**src/rtl/intr_vector_pkg.sv**
```systemverilog
package intr_vector_pkg;
  localparam int unsigned XLEN = 32;

  typedef enum logic [1:0] {
    ST_RUN  = 2'd0,
    ST_SAVE = 2'd1,
    ST_JUMP = 2'd2
  } svc_state_e;
endpackage

```
**src/rtl/irq_latch.sv**
```systemverilog
module irq_latch (
  input  logic clk_i,
  input  logic rst_ni,
  input  logic irq_i,
  input  logic clr_i,
  output logic pend_o
);
  logic irq_d_q;
  logic pend_q;

  always_ff @(posedge clk_i or negedge rst_ni) begin
    if (!rst_ni) begin
      irq_d_q <= 1'b0;
      pend_q  <= 1'b0;
    end else begin
      irq_d_q <= irq_i;
      // a fresh edge wins over a clear in the same cycle
      if (irq_i && !irq_d_q) pend_q <= 1'b1;
      else if (clr_i)        pend_q <= 1'b0;
    end
  end

  assign pend_o = pend_q;
endmodule

```
**src/rtl/int_gate.sv**
```systemverilog
module int_gate #(
  parameter bit EINT_RST = 1'b1
) (
  input  logic clk_i,
  input  logic rst_ni,
  input  logic pend_i,
  input  logic set_i,
  input  logic clr_i,
  output logic eint_o,
  output logic int_o
);
  logic eint_q;

  always_ff @(posedge clk_i or negedge rst_ni) begin
    if (!rst_ni)    eint_q <= EINT_RST;
    else if (clr_i) eint_q <= 1'b0;
    else if (set_i) eint_q <= 1'b1;
  end

  assign eint_o = eint_q;
  assign int_o  = pend_i & eint_q;
endmodule

```
**src/rtl/svc_fsm.sv**
```systemverilog
module svc_fsm
  import intr_vector_pkg::*;
#(
  parameter int unsigned     W         = XLEN,
  parameter logic [W-1:0]    VEC_INT   = 'hC000_0000,
  parameter logic [W-1:0]    VEC_UNDEF = 'hC000_0000,
  parameter logic [W-1:0]    VEC_OVF   = 'hC000_0020
) (
  input  logic         clk_i,
  input  logic         rst_ni,
  input  logic         fetch_i,
  input  logic         int_i,
  input  logic         undef_i,
  input  logic         ovf_i,
  input  logic         iret_i,
  output svc_state_e   state_o,
  output logic         divert_o,
  output logic         commit_o,
  output logic         jump_o,
  output logic         clr_irq_o,
  output logic         eint_set_o,
  output logic         pc_load_o,
  output logic [W-1:0] vec_o
);
  svc_state_e   state_q, state_d;
  logic [W-1:0] vec_q, vec_d;
  logic         is_int_q, is_int_d;
  logic         run, take_ovf, take_undef, take_int, trap;

  always_comb begin
    run        = (state_q == ST_RUN);
    take_ovf   = ovf_i;
    take_undef = undef_i & ~ovf_i;
    take_int   = fetch_i & int_i & ~ovf_i & ~undef_i;
    trap       = take_ovf | take_undef | take_int;

    divert_o   = run & trap;
    eint_set_o = run & ~trap & iret_i;
    commit_o   = (state_q == ST_SAVE);
    jump_o     = (state_q == ST_JUMP);
    clr_irq_o  = jump_o & is_int_q;
    pc_load_o  = jump_o | eint_set_o;

    state_d  = state_q;
    vec_d    = vec_q;
    is_int_d = is_int_q;
    unique case (state_q)
      ST_RUN: if (trap) begin
        state_d  = ST_SAVE;
        is_int_d = take_int;
        vec_d    = take_ovf ? VEC_OVF : (take_undef ? VEC_UNDEF : VEC_INT);
      end
      ST_SAVE: state_d = ST_JUMP;
      ST_JUMP: state_d = ST_RUN;
      default: state_d = ST_RUN;
    endcase
  end

  always_ff @(posedge clk_i or negedge rst_ni) begin
    if (!rst_ni) begin
      state_q  <= ST_RUN;
      vec_q    <= '0;
      is_int_q <= 1'b0;
    end else begin
      state_q  <= state_d;
      vec_q    <= vec_d;
      is_int_q <= is_int_d;
    end
  end

  assign state_o = state_q;
  assign vec_o   = vec_q;
endmodule

```
**src/rtl/pc_save.sv**
```systemverilog
module pc_save #(
  parameter int unsigned W = 32
) (
  input  logic         clk_i,
  input  logic         rst_ni,
  input  logic         cap_i,
  input  logic         commit_i,
  input  logic [W-1:0] pc_i,
  output logic [W-1:0] epc_o
);
  logic [W-1:0] hold_q, epc_q;

  always_ff @(posedge clk_i or negedge rst_ni) begin
    if (!rst_ni) begin
      hold_q <= '0;
      epc_q  <= '0;
    end else begin
      if (cap_i)    hold_q <= pc_i;
      if (commit_i) epc_q  <= hold_q;
    end
  end

  assign epc_o = epc_q;
endmodule

```
**src/rtl/intr_vector_unit.sv**
```systemverilog
module intr_vector_unit
  import intr_vector_pkg::*;
#(
  parameter int unsigned  W         = XLEN,
  parameter logic [W-1:0] VEC_INT   = 'hC000_0000,
  parameter logic [W-1:0] VEC_UNDEF = 'hC000_0000,
  parameter logic [W-1:0] VEC_OVF   = 'hC000_0020,
  parameter bit           EINT_RST  = 1'b1
) (
  input  logic         clk_i,
  input  logic         rst_ni,
  input  logic         irq_i,
  input  logic         fetch_i,
  input  logic [W-1:0] pc_i,
  input  logic         undef_i,
  input  logic         ovf_i,
  input  logic         iret_i,
  output logic         int_o,
  output logic         eint_o,
  output logic         divert_o,
  output logic [1:0]   state_o,
  output logic         pc_load_o,
  output logic [W-1:0] pc_value_o,
  output logic [W-1:0] epc_o
);
  logic       pend, clr_irq, eint_set, commit, jump;
  svc_state_e state;
  logic [W-1:0] vec;

  irq_latch u_latch (
    .clk_i, .rst_ni, .irq_i, .clr_i(clr_irq), .pend_o(pend)
  );

  int_gate #(.EINT_RST(EINT_RST)) u_gate (
    .clk_i, .rst_ni, .pend_i(pend), .set_i(eint_set), .clr_i(jump),
    .eint_o, .int_o
  );

  svc_fsm #(.W(W), .VEC_INT(VEC_INT), .VEC_UNDEF(VEC_UNDEF), .VEC_OVF(VEC_OVF)) u_fsm (
    .clk_i, .rst_ni, .fetch_i, .int_i(int_o), .undef_i, .ovf_i, .iret_i,
    .state_o(state), .divert_o, .commit_o(commit), .jump_o(jump),
    .clr_irq_o(clr_irq), .eint_set_o(eint_set), .pc_load_o, .vec_o(vec)
  );

  pc_save #(.W(W)) u_save (
    .clk_i, .rst_ni, .cap_i(divert_o), .commit_i(commit), .pc_i, .epc_o
  );

  assign state_o    = state;
  assign pc_value_o = jump ? vec : epc_o;
endmodule

```
**config.mk**
```make
export PLATFORM = sky130hd
export DESIGN_NAME = intr_vector_unit
export DESIGN_NICKNAME = d
export VERILOG_FILES = /design/src/rtl/intr_vector_pkg.sv /design/src/rtl/irq_latch.sv /design/src/rtl/int_gate.sv /design/src/rtl/svc_fsm.sv /design/src/rtl/pc_save.sv /design/src/rtl/intr_vector_unit.sv
export SDC_FILE = /design/constraint.sdc
export NUM_CORES = 1
export LEC_CHECK = 0
export CORE_MARGIN = 3
export CORE_UTILIZATION = 50
export DETAILED_ROUTE_END_ITERATION = 10
export DONT_BUFFER_PORTS = 1
export PLACE_DENSITY = 0.67
export RECOVER_POWER = 25
export SYNTH_ARGS = -nofsm -noshare
export SYNTH_HDL_FRONTEND = slang
export SYNTH_HIERARCHICAL = 1
export SYNTH_SLANG_ARGS = --single-unit
```
**constraint.sdc**
```tcl
create_clock -name clk_i -period 2.3 [get_ports clk_i]
set_input_delay 0.345 -clock clk_i [delete_from_list [all_inputs] [get_ports clk_i]]
set_output_delay 0.345 -clock clk_i [all_outputs]
set_load 0.005 [all_outputs]
```
==> summary.txt <==
Yosys
  • Yosys warns: 6
  • Post-synthesis mux area share: 36.9%
  • Sequential-to-total area share from yosys stat: 46.9%
  • Synthesized cell area: 0.00384 mm^2
  • Synth Area per Inst: 16.3 um^2
  • Main area contributors after synthesis: dfrtp_1, mux2_4, buf_4
  • Post-synth top area cell: dfrtp_1
  • Top-area cell type share of the netlist area: 46.3%
  • Compound-cell area share of the yosys netlist: 1.79%
  • Adder-Cell Fraction of Synth Area: 0%
  • Largest family of logic cells by synthesized area: multiplexers
  • Post-Synth XOR/XNOR Area: 0%
  • Simple-gate share of the synthesized area: 2.38%
  • Cell variety after synth: 25
  • FF+latch count, synth: 72
  • Post-Syn Instances: 236

Final layout
  • Layout Cells excl Fill: 343
  • Nets: 278
  • Fillcell total: 627
  • Area Overhead vs Synth: 3.42%
  • Share of layout cells above drive strength 1: 50.8%
  • Inserted Diodes: 0

Timing
  • Endpoints failing hold: 0
  • Final Setup Violations: 0
  • Fmax achieved: 458 MHz
  • RSZ-0062 raised after global routing: false
  • Clock Skews: 0.0116 ns
  • Worst slew pin tran: 1.57 ns
  • Min cycle time layout: 2.18 ns
  • Worst relative slew slack: -4.59%
  • Crit share post-route: 94.8%
  • Final Max Slew Viols: 73
  • Setup TNS: 0 ns

Placement
  • Placed Cells: 325
  • GPL Wtd Cong: 0.661
  • PortBufs: 0
  • Post-DP HPWL: 4010 um

Pwr
  • Overall Power: 6.66 mW
  • Pwr dens: 1680 mW/mm^2
  • VDD IR max: 0.000703 V
  • Pleak: 1.88 nW

Setup path
  • Max FO, Critical Path: 35
  • CP Data Arrival Time: 1.84 ns
  • Kind of critical path: reg -> out
  • Worst path required time: 1.96 ns
  • Critical Path End Type: output port
  • Startpoint Class: flip-flop

Detailed routing
  • Average vias per placed instance: 5.02
  • DRT iter0 DRCs: 25
  • Antenna-violating nets left: 0
  • Via Count: 1,721
  • Routed wire length: 6060 um
  • Drt drc: 0
  • Pre-antenna DRT Iters: 4
  • Routed wire per std cell: 17.7 um

Clock tree
  • Sink Count: 72
  • Max Root-Sink Buffers: 2
  • CTS tree: yes
  • Clock transition at path regs: 0.08 ns
  • Clock Latency Late Sink: 0.34 ns
  • Htree depth: 3
  • Setup bufs post-CTS: 0
  • Clk root buf: clkbuf_8
  • CTS buffer count: 9
  • CTS resizes: 0

Global route
  • GRT overflow: 0
  • Tot GR Track Use: 15.1%
  • Vias in the first global route: 1,839
  • First-pass GRT wire length: 10,000 um
  • Pin count of the biggest net entering global routing: 73
  • Initial antenna violation count: 0

Hold path
  • Hold Path Class: in -> reg

Die
  • Chip Width: 93.7 um
  • Site row count: 31
  • DIE AREA: 0.00877 mm^2
  • Die H: 93.7 um
  • Starting Density: 52.1%
  • I/O Pins: 109
  • Core footprint: 0.00737 mm^2

Status
  • Outcome: complete, but fails checks
  • Failing checks: max-capacitance violations, max-slew violations

Job
  • Max_cap viols: 1
## cell families after synthesis
group / count (synthesis)
AOI/OAI and AO/OA: 8
buffers and inverters: 46
DFF: 72
muxes: 96
other: 1
and+or+nand+nor: 13
## layout by cell type (no fill, tap or decap), types with 2 or more instances in the layout
cell type	Yosys	routed
inv_1	3	3
buf_4	30	3
clkbuf_8	0	10
buf_12	9	2
nor2_1	2	2
mux2_4	90	90
conb_1	1	29
bufinv_16	0	3
dfrtp_1	71	71
and2_1	4	3
nor2b_4	0	2
mux2_2	6	6
## layer usage
| layer | part of all wire [%] | track usage (%) | up-vias | routed length, um |
|---|---|---|---|---|
| met3 | 7.5 | 4.81 | 8 | 457 |
| met2 | 48 | 23.3 | 76 | 2910 |
| met5 | 0 | 0 | - | 0 |
| met4 | 1.5 | 6.86 | 0 | 91 |
| li1 | - | - | 765 | - |
| met1 | 43 | 19.4 | 872 | 2600 |
## worst max-delay path: stages (launching register included)
cell	delay, ns
dfrtp_1	0.59
nor2b_4	0.25
buf_12	0.26
mux2_2	0.38
## state kept, by name, indices dropped and copies added, names as in the netlist
signal / count
u_save/epc_o: 32
u_save/hold_q: 32
u_fsm/state_o: 2
u_fsm/vec_o: 2
u_fsm/is_int_q: 1
u_gate/eint_o: 1
u_latch/irq_d_q: 1
u_latch/pend_o: 1
## repair_timing
item,CTS,global route
setup endpoints to repair,0,0
hold buffers,2,0
endpoints found under the hold margin,72,0
## stage by stage
step	setup slack [ns]	utilization [%]	hold WS [ns]	cell area (um^2)
finish	0.119	53.9	0.0317	3970
global route	0.0137	53.9	0.00466	3970
global placement	0.388	50.3	0.0515	3700
CTS	0.0972	54.2	0.00937	4000
detailed placement	0.353	50.3	0.0512	3700
floorplan	0.527	-	0.0494	3950
## final cells by class
type                    count  area [um^2]  area share (%)
clock buffers              10          138            3.46
clock inverters             6          115            2.90
inverters                   3         11.3           0.283
multi-input cells         146         1700            42.9
flip-flops and latches     72         1800            45.4
well taps                  99          124            3.12
repair buffers              7         77.6            1.95
## cell usage after synthesis
library cell and n:
o211ai_1 1, nor2_1 2, nand2b_1 1, buf_6 3, buf_12 9, o21ai_0 1, a211o_1 1, nor4b_2 1
conb_1 1, dfrtp_1 71, and2_1 4, nor2b_1 3, buf_4 30, o21bai_1 1, mux2_4 90, inv_1 3
o22ai_2 1, buf_2 1, o21ba_1 1, mux2_2 6, a21o_1 1, o32a_1 1, or3b_1 1, dfstp_2 1
nor4bb_1 1
## report_power, final
group          switching [mW]  internal [mW]  leakage, nW  total, mW
logic                   0.963           1.96        0.921       2.92
registers               0.569           1.92        0.838       2.49
clock network           0.485          0.756        0.123       1.24
total                    2.02           4.64         1.88       6.66
## path summary, 6_finish.rpt
| kind | start | end | slack [ns] | depth (start not counted) |
|---|---|---|---|---|
| setup / recovery | u_fsm/state_o[1] | pc_value_o[29] | 0.12 | 3 |
| hold / removal | irq_i | u_latch/irq_d_q | 0.03 | 0 |
| setup reg to reg | u_gate/eint_o | u_save/hold_q[17] | 0.36 | 5 |
| hold reg to reg | u_latch/irq_d_q | u_latch/pend_o | 0.45 | 1 |
| max in group asynchronous | rst_ni | u_save/hold_q[15] | 0.39 | 2 |
| min in group asynchronous | rst_ni | u_save/hold_q[0] | 0.98 | 2 |
(Power assumes the default switching activity.)
